<file path="config.mk">
export PLATFORM = sky130hd
export DESIGN_NAME = qpc_converter
export DESIGN_NICKNAME = d
export VERILOG_FILES = /design/src/rtl/qpc_pkg.sv /design/src/rtl/qpc_phase_filter.sv /design/src/rtl/qpc_pulse_gen.sv /design/src/rtl/qpc_converter.sv
export SDC_FILE = /design/constraint.sdc
export NUM_CORES = 1
export LEC_CHECK = 0
export ABC_AREA = 1
export BUFFER_PORTS_ARGS = -buffer_cell sky130_fd_sc_hd__buf_2
export CAP_MARGIN = 25
export CORE_ASPECT_RATIO = 1.4
export CORE_UTILIZATION = 30
export CTS_BUF_LIST = sky130_fd_sc_hd__clkbuf_4 sky130_fd_sc_hd__clkbuf_8
export DETAILED_ROUTE_END_ITERATION = 8
export GPL_TIMING_DRIVEN = 0
export PLACE_DENSITY = 0.53
export SYNTH_ARGS = -nofsm -noshare
export SYNTH_HDL_FRONTEND = slang
export SYNTH_SLANG_ARGS = --single-unit
</file>
<file path="constraint.sdc">
create_clock -name clk -period 3.5 [get_ports clk]
set_input_delay 0 -clock clk [delete_from_list [all_inputs] [get_ports clk]]
set_output_delay 0 -clock clk [all_outputs]
set_load 0.05 [all_outputs]
</file>
<file path="src/rtl/qpc_pkg.sv">
package qpc_pkg;

    typedef enum logic [1:0] {
        RES_X1 = 2'b00,
        RES_X2 = 2'b01,
        RES_X4 = 2'b10
    } res_e;

    typedef struct packed {
        logic a;
        logic b;
    } phase_t;

    typedef struct packed {
        logic hit;   // a count is due
        logic up;    // direction of that count
        logic bad;   // both phases moved together
    } step_t;

    // Position of a phase pair on the forward Gray cycle 00,10,11,01
    function automatic logic [1:0] gray_pos(phase_t p);
        case ({p.a, p.b})
            2'b00:   return 2'd0;
            2'b10:   return 2'd1;
            2'b11:   return 2'd2;
            default: return 2'd3;
        endcase
    endfunction

    function automatic step_t classify(phase_t prev, phase_t cur, res_e res);
        step_t      s;
        logic       fwd;
        logic       a_chg;
        logic       b_chg;
        s     = '0;
        a_chg = prev.a ^ cur.a;
        b_chg = prev.b ^ cur.b;
        fwd   = (gray_pos(cur) == gray_pos(prev) + 2'd1);
        s.up  = fwd;
        if (a_chg && b_chg) begin
            s.bad = 1'b1;
        end else begin
            case (res)
                RES_X1:  s.hit = a_chg && cur.a;
                RES_X2:  s.hit = a_chg;
                RES_X4:  s.hit = a_chg || b_chg;
                default: s.hit = 1'b0;
            endcase
        end
        return s;
    endfunction

endpackage

</file>
<file path="src/rtl/qpc_phase_filter.sv">
module qpc_phase_filter #(
    parameter int FILT_CYC = 4
) (
    input  logic clk,
    input  logic rst,
    input  logic raw,
    output logic level
);
    localparam int CW = $clog2(FILT_CYC + 1);

    logic          s1_q;
    logic          s2_q;
    logic [CW-1:0] run_q;

    always_ff @(posedge clk) begin
        s1_q <= raw;
        s2_q <= s1_q;
    end

    always_ff @(posedge clk) begin
        if (rst) begin
            level <= s2_q;
            run_q <= '0;
        end else if (s2_q == level) begin
            run_q <= '0;
        end else if (run_q == CW'(FILT_CYC - 1)) begin
            level <= s2_q;
            run_q <= '0;
        end else begin
            run_q <= run_q + 1'b1;
        end
    end
endmodule

</file>
<file path="src/rtl/qpc_pulse_gen.sv">
module qpc_pulse_gen #(
    parameter int PW_W = 8
) (
    input  logic            clk,
    input  logic            rst,
    input  logic            start,
    input  logic            start_up,
    input  logic [PW_W-1:0] width,
    output logic            busy,
    output logic            dir_q
);
    logic [PW_W-1:0] left_q;

    always_ff @(posedge clk) begin
        if (rst) begin
            busy   <= 1'b0;
            dir_q  <= 1'b1;
            left_q <= '0;
        end else if (!busy) begin
            if (start) begin
                busy   <= 1'b1;
                dir_q  <= start_up;
                left_q <= (width == '0) ? '0 : width - 1'b1;
            end
        end else if (left_q == '0) begin
            busy <= 1'b0;
        end else begin
            left_q <= left_q - 1'b1;
        end
    end
endmodule

</file>
<file path="src/rtl/qpc_converter.sv">
module qpc_converter
    import qpc_pkg::*;
#(
    parameter int FILT_CYC  = 4,
    parameter int PW_W      = 8,
    parameter bit SPLIT_OUT = 1'b1
) (
    input  logic            clk,
    input  logic            rst,
    input  logic            a_in,
    input  logic            b_in,
    input  logic [1:0]      res_sel,
    input  logic [PW_W-1:0] pw_cyc,
    output logic            up_n,
    output logic            dn_n,
    output logic            cnt_n,
    output logic            dir_up,
    output logic            err
);
    localparam int NPH = 2;

    logic [NPH-1:0] raw_vec;
    logic [NPH-1:0] filt_vec;
    phase_t         filt;
    phase_t         ref_q;
    step_t          st;
    logic           busy;
    logic           dir_q;
    logic           start;

    assign raw_vec = {a_in, b_in};

    for (genvar i = 0; i < NPH; i++) begin : g_ph
        qpc_phase_filter #(.FILT_CYC(FILT_CYC)) flt_i (
            .clk  (clk),
            .rst  (rst),
            .raw  (raw_vec[i]),
            .level(filt_vec[i])
        );
    end

    assign filt  = phase_t'(filt_vec);
    assign st    = classify(ref_q, filt, res_e'(res_sel));
    assign start = st.hit && !busy;

    // Reference follows the filtered pair even during lockout
    always_ff @(posedge clk) begin
        if (rst) begin
            ref_q <= filt;
            err   <= 1'b0;
        end else begin
            ref_q <= filt;
            err   <= st.bad && !busy;
        end
    end

    qpc_pulse_gen #(.PW_W(PW_W)) pg_i (
        .clk     (clk),
        .rst     (rst),
        .start   (start),
        .start_up(st.up),
        .width   (pw_cyc),
        .busy    (busy),
        .dir_q   (dir_q)
    );

    if (SPLIT_OUT) begin : g_split
        assign up_n  = !(busy && dir_q);
        assign dn_n  = !(busy && !dir_q);
        assign cnt_n = 1'b1;
    end else begin : g_comb
        assign up_n  = 1'b1;
        assign dn_n  = 1'b1;
        assign cnt_n = !busy;
    end
    assign dir_up = dir_q;

endmodule

</file>
After elaboration in Yosys (flattened, before gate mapping). Cells that the tools add are included.

Flip-flop bits (word level): 25. Output and inout port bits: 5. Logic and storage cells: 79.

Add/subtract/negate cells: 5. Equal/unequal tests: 14. Mux-type cells: 18. Bitwise operators: 3. Reduce and logical (&&, ||, !) cells: 25.

Operator list (number): 2-to-1 mux 8 bit (4); logical NOT 8 bit (2); subtractor 8 x 1 -> 8 bit (second input constant) (2); one-hot mux 2 bit (3 select lines) (2); 2-to-1 mux 1 bit (11); == test 2 bit (second input constant) (5); AND reduction 2 bit (4); adder 3 x 1 -> 3 bit (second input constant) (2); == test 3 x 2 -> 1 bit (second input constant) (2); logical AND 1 bit (6); logical NOT 2 bit (3); != test 2 bit (second input constant) (3); nonzero test 2 bit (3); OR reduction 3 bit (2); logical NOT 1 bit (4); one-hot mux 1 bit (3 select lines) (1); adder 2 x 1 -> 2 bit (second input constant) (1); == test 1 bit (2); == test 2 x 1 -> 1 bit (second input constant) (1); == test 2 bit (1); bitwise XOR 1 bit (2); logical OR 1 bit (1); NOT 1 bit (1).

Logic depth before layout (Yosys ltp).
Depth in word-level cells: 7. Mapped depth: 12.

Cells and area by module. From an unflattened synthesis, not the netlist that was laid out.

Cell total of the unflattened synthesis: 225. Area, all modules: 1574.0 um2.

By module, submodules not included: qpc_pulse_gen (instances 1, cells an instance 140, area each 837.1 um2, sequential area each 200.2 um2); qpc_phase_filter (instances 2, cells an instance 22, area each 226.5 um2, sequential area each 130.1 um2); qpc_converter (instances 1, cells an instance 41, area each 284.0 um2, sequential area each 60.1 um2).

Worst setup path before layout. No wires, ideal clock.

Path type: register -> register. Start point: reg g_ph[1].flt_i.level. End point: reg pg_i.left_q[7]. Library setup time: 0.112 ns. Arrival time: 1.525 ns. Slack: 1.862 ns. Cell stages (with the launch flop): 9. Buffers on the path: 1. Path through: edfxtp_1 ha_1 o21ai_0 nand3_1 nor2_2 nor2_4 buf_8 nor2_1 nor2_2.

Word-level cells in the longest chain between the ends: 7. Elaborated cells on any way between the ends: 9.

Ends and longest elaborated chain: start: declaration (RTL line qpc_phase_filter.sv:7) `output logic level`; start signal: assignment (RTL line qpc_phase_filter.sv:22) `level <= s2_q;`; start signal: assignment (RTL line qpc_phase_filter.sv:27) `level <= s2_q;`; bitwise XOR 1 bit (RTL line qpc_pkg.sv:36) `a_chg = prev.a ^ cur.a;`; logical OR 1 bit / logical AND 1 bit (equally long branches) (RTL line qpc_pkg.sv:46, qpc_pkg.sv:44); one-hot mux 1 bit (3 select lines) (RTL line qpc_pkg.sv:43) `case (res)`; 2-to-1 mux 1 bit (*) (RTL line qpc_pkg.sv:40) `if (a_chg && b_chg) begin`; logical AND 1 bit (*) (RTL line qpc_converter.sv:44) `assign start = st.hit && !busy;`; nonzero test 2 bit (no line) (*); AND reduction 2 bit (no line) (*); end signal: assignment (RTL line qpc_pulse_gen.sv:23) `left_q <= (width == '0) ? '0 : width - 1'b1;`; end signal: assignment (RTL line qpc_pulse_gen.sv:28) `left_q <= left_q - 1'b1;`; end: declaration (RTL line qpc_pulse_gen.sv:12) `logic [PW_W-1:0] left_q;`.

Mark *: on every way between the ends. The rest lies on a longest branch, timed or not. A chain may end at the register's enable or synchronous reset.

Worst setup path in the final report.
Start point: reg g_ph[1].flt_i.level. End point: reg pg_i.left_q[6].

The elaborated chain is that of the path after synthesis.

==> impl_metrics.env <==
export IMPL_fin_crit_sh=0.525
export IMPL_grt_max_degree=16
export IMPL_syn_avg_cell_area_um2=6.90
export IMPL_fill_cells=574
export IMPL_num_rows=31
export IMPL_ant_nets=0
export IMPL_p_total_mw=0.867
export IMPL_die_h_um=88.3
export IMPL_worst_ep_required_time_ns=3.66
export IMPL_end_kind="register"
export IMPL_seq_area_um2=520
export IMPL_numCtsBuffers=3
export IMPL_yosys_warnings=0
export IMPL_ys_types=25
export IMPL_syn_nets=258
export IMPL_grt_pass1_wl_um=5690
export IMPL_area_growth_pct=15.5
export IMPL_status="finished, final reports clean"
export IMPL_reg2reg_depth=8
export IMPL_fmax_mhz=545
export IMPL_whs_path_depth=6
export IMPL_syn_inst=231
export IMPL_p_sw_frac=0.388
export IMPL_dp_hpwl_um=2430
export IMPL_io_pins=19
export IMPL_fin_hold_ws_ns=0.181
export IMPL_hold_viol=0
export IMPL_min_period_ns=1.84
export IMPL_post_cts_buffers=0
export IMPL_drive_gt1_frac=0.184
export IMPL_vias_per_cell=4.26
export IMPL_die_w_um=63.6
export IMPL_antenna_found_initial=0
export IMPL_vias=1369
export IMPL_critical_path_class="reg2reg"
export IMPL_worst_setup_path_start_kind="register"
export IMPL_cts_tree="yes"
export IMPL_clk_pin_slew_ns=0.09
export IMPL_initial_core_util=0.309
export IMPL_n_antenna_cell=0
export IMPL_clkSinkCount=25
export IMPL_setup_violations_final=0
export IMPL_maxSlewViolCount=0
export IMPL_cts_root_buf="clkbuf_8"
export IMPL_grtUsageTotal=0.127
export IMPL_postLayoutCellArea_um2=1840
export IMPL_drtIter0Drc=51
export IMPL_wl_per_cell_um=9.42
export IMPL_p_per_area_nw_per_um2=471
export IMPL_grt_pass1_vias=1385
export IMPL_multi_input_area_um2=892
export IMPL_combinationalPowerShare=0.397
export IMPL_drv_cap=0
export IMPL_dpl_cell_area_um2=1760
export IMPL_gp_congestion=0.740
export IMPL_cts_buffer_depth=2
export IMPL_drtPass1Iterations=4
export IMPL_finClkSkew_ns=0.00997
export IMPL_hold_end="pg_i.left_q[7]"
export IMPL_seqPwrFrac=0.404
export IMPL_ys_seq_elements=25
export IMPL_core_um2=5160
export IMPL_numPortBuffers=17
export IMPL_routed_wl_um=3020
export IMPL_p_leak_nw=0.929
export IMPL_drc=0
export IMPL_h_tree_depth=1
export IMPL_final_cell_mix="58 x nand2_1, 36 x inv_1, 28 x nor2_1"
export IMPL_yosysTopAreaCell="dfxtp_1"
export IMPL_power_frac_clock=0.199
export IMPL_worstSkewPairLatency_ns=0.27
export IMPL_intPower_mw=0.530
export IMPL_r2r_start="g_ph[1].flt_i.level"
export IMPL_dieArea_um2=5610
export IMPL_r2r_end="pg_i.left_q[6]"
export IMPL_grt_overflow_total=0
export IMPL_hold_path_class="in2reg"
export IMPL_final_common_cell="nand2_1"
export IMPL_p_sw_mw=0.336
export IMPL_hp_start="pw_cyc[7]"
export IMPL_nets=283
export IMPL_max_vdd_ir_drop_mv=0.295
export IMPL_cts_hold_buffers=3
export IMPL_syn_area_um2=1590
export IMPL_path_max_fanout=10
export IMPL_synth_top_area_frac=0.289
export IMPL_utilization=0.357
export IMPL_synth_top_cells_by_area="dfxtp_1 29%, nand2_1 14%, ha_1 10%, inv_1 8.5%, nor2_1 6.6%"
export IMPL_rsz0062_at_grt="false"
export IMPL_yosysSeqAreaShare=0.327
export IMPL_ctsResizeCount=0
export IMPL_fin_tns_setup_ns=0
export IMPL_reg2reg_slack_ns=1.66
export IMPL_arrival_ns=2.00
## worst max path at each step
| stage | from | end | slack [ns] |
|---|---|---|---|
| after floorplan | g_ph[1].flt_i.level | pg_i.left_q[7] | 1.86 |
| after global placement | g_ph[1].flt_i.level | pg_i.left_q[7] | 1.67 |
| after detailed placement | g_ph[1].flt_i.level | pg_i.left_q[7] | 1.66 |
| after CTS | g_ph[1].flt_i.level | pg_i.left_q[7] | 1.63 |
| after global routing | g_ph[1].flt_i.level | pg_i.left_q[3] | 1.48 |
| final | g_ph[1].flt_i.level | pg_i.left_q[6] | 1.66 |
## metal layers
layer | GRT usage | part of all wire | wire length [µm] | vias to the layer above
li1 | - | - | - | 754
met4 | 0.0434 | 0.0093 | 28 | 0
met3 | 0.0116 | 0.018 | 54 | 2
met2 | 0.265 | 0.55 | 1660 | 16
met1 | 0.129 | 0.42 | 1280 | 597
met5 | 0 | 0 | 0 | -
## sequential cells by signal, summed over array words and instances, names as in the netlist
name / flops
ref_q: 2
g_ph.flt_i.s1_q: 2
pg_i.busy: 1
err: 1
pg_i.left_q: 8
g_ph.flt_i.level: 2
pg_i.dir_q: 1
g_ph.flt_i.run_q: 6
g_ph.flt_i.s2_q: 2
## cells in the mapped netlist, drive strengths merged
| cell type | number |
|---|---|
| xnor2 | 2 |
| or2 | 1 |
| dfxtp | 23 |
| o21ai | 10 |
| nor3 | 1 |
| o21bai | 1 |
| nand4 | 3 |
| ha | 13 |
| clkinv | 1 |
| nor2 | 45 |
| edfxtp | 2 |
| nand3 | 19 |
| buf | 3 |
| nand2 | 62 |
| a21oi | 4 |
| xor2 | 3 |
| inv | 37 |
| conb | 1 |
## metrics by stage
stage	cells	setup WS [ns]
2_1_floorplan	231	1.86
3_3_place_gp	314	1.67
3_5_place_dp	314	1.66
4_1_cts	321	1.63
5_1_grt	321	1.48
6_report	321	1.66
## cell type report
type,instances,share of cell area
sequential,25,0.283
buffer,3,0.0184
inverter,38,0.0802
clock buffer,3,0.0224
tap,66,0.0449
clock inverter,1,0.00408
timing repair buffer,20,0.0625
multi-input combinational,165,0.485
## power by group through the flow
stage                     Combinational [mW]  Clock [mW]  Sequential (mW)
after floorplan                        0.271           0            0.360
after global placement                 0.341           0            0.358
after detailed placement               0.344           0            0.358
after CTS                              0.349       0.183            0.351
after global routing                   0.398       0.193            0.357
final                                  0.344       0.172            0.351
## critical path, cell delays in order (launching register included)
cell      delay [ns]
edfxtp_1        0.48
ha_1            0.34
o21ai_0         0.19
nand3_1         0.13
nor2_2          0.20
nor2_4          0.07
buf_8           0.15
nor2_2          0.12
nor2_2          0.05
## logic make-up after synthesis
logic type	share of synthesized area
other cells	0.00235
buf+inv	0.114
xor+xnor	0.0275
fa+ha+maj	0.102
compound gates	0.0487
flops	0.327
simple gates	0.379
Power figures use the tool's default switching activity.
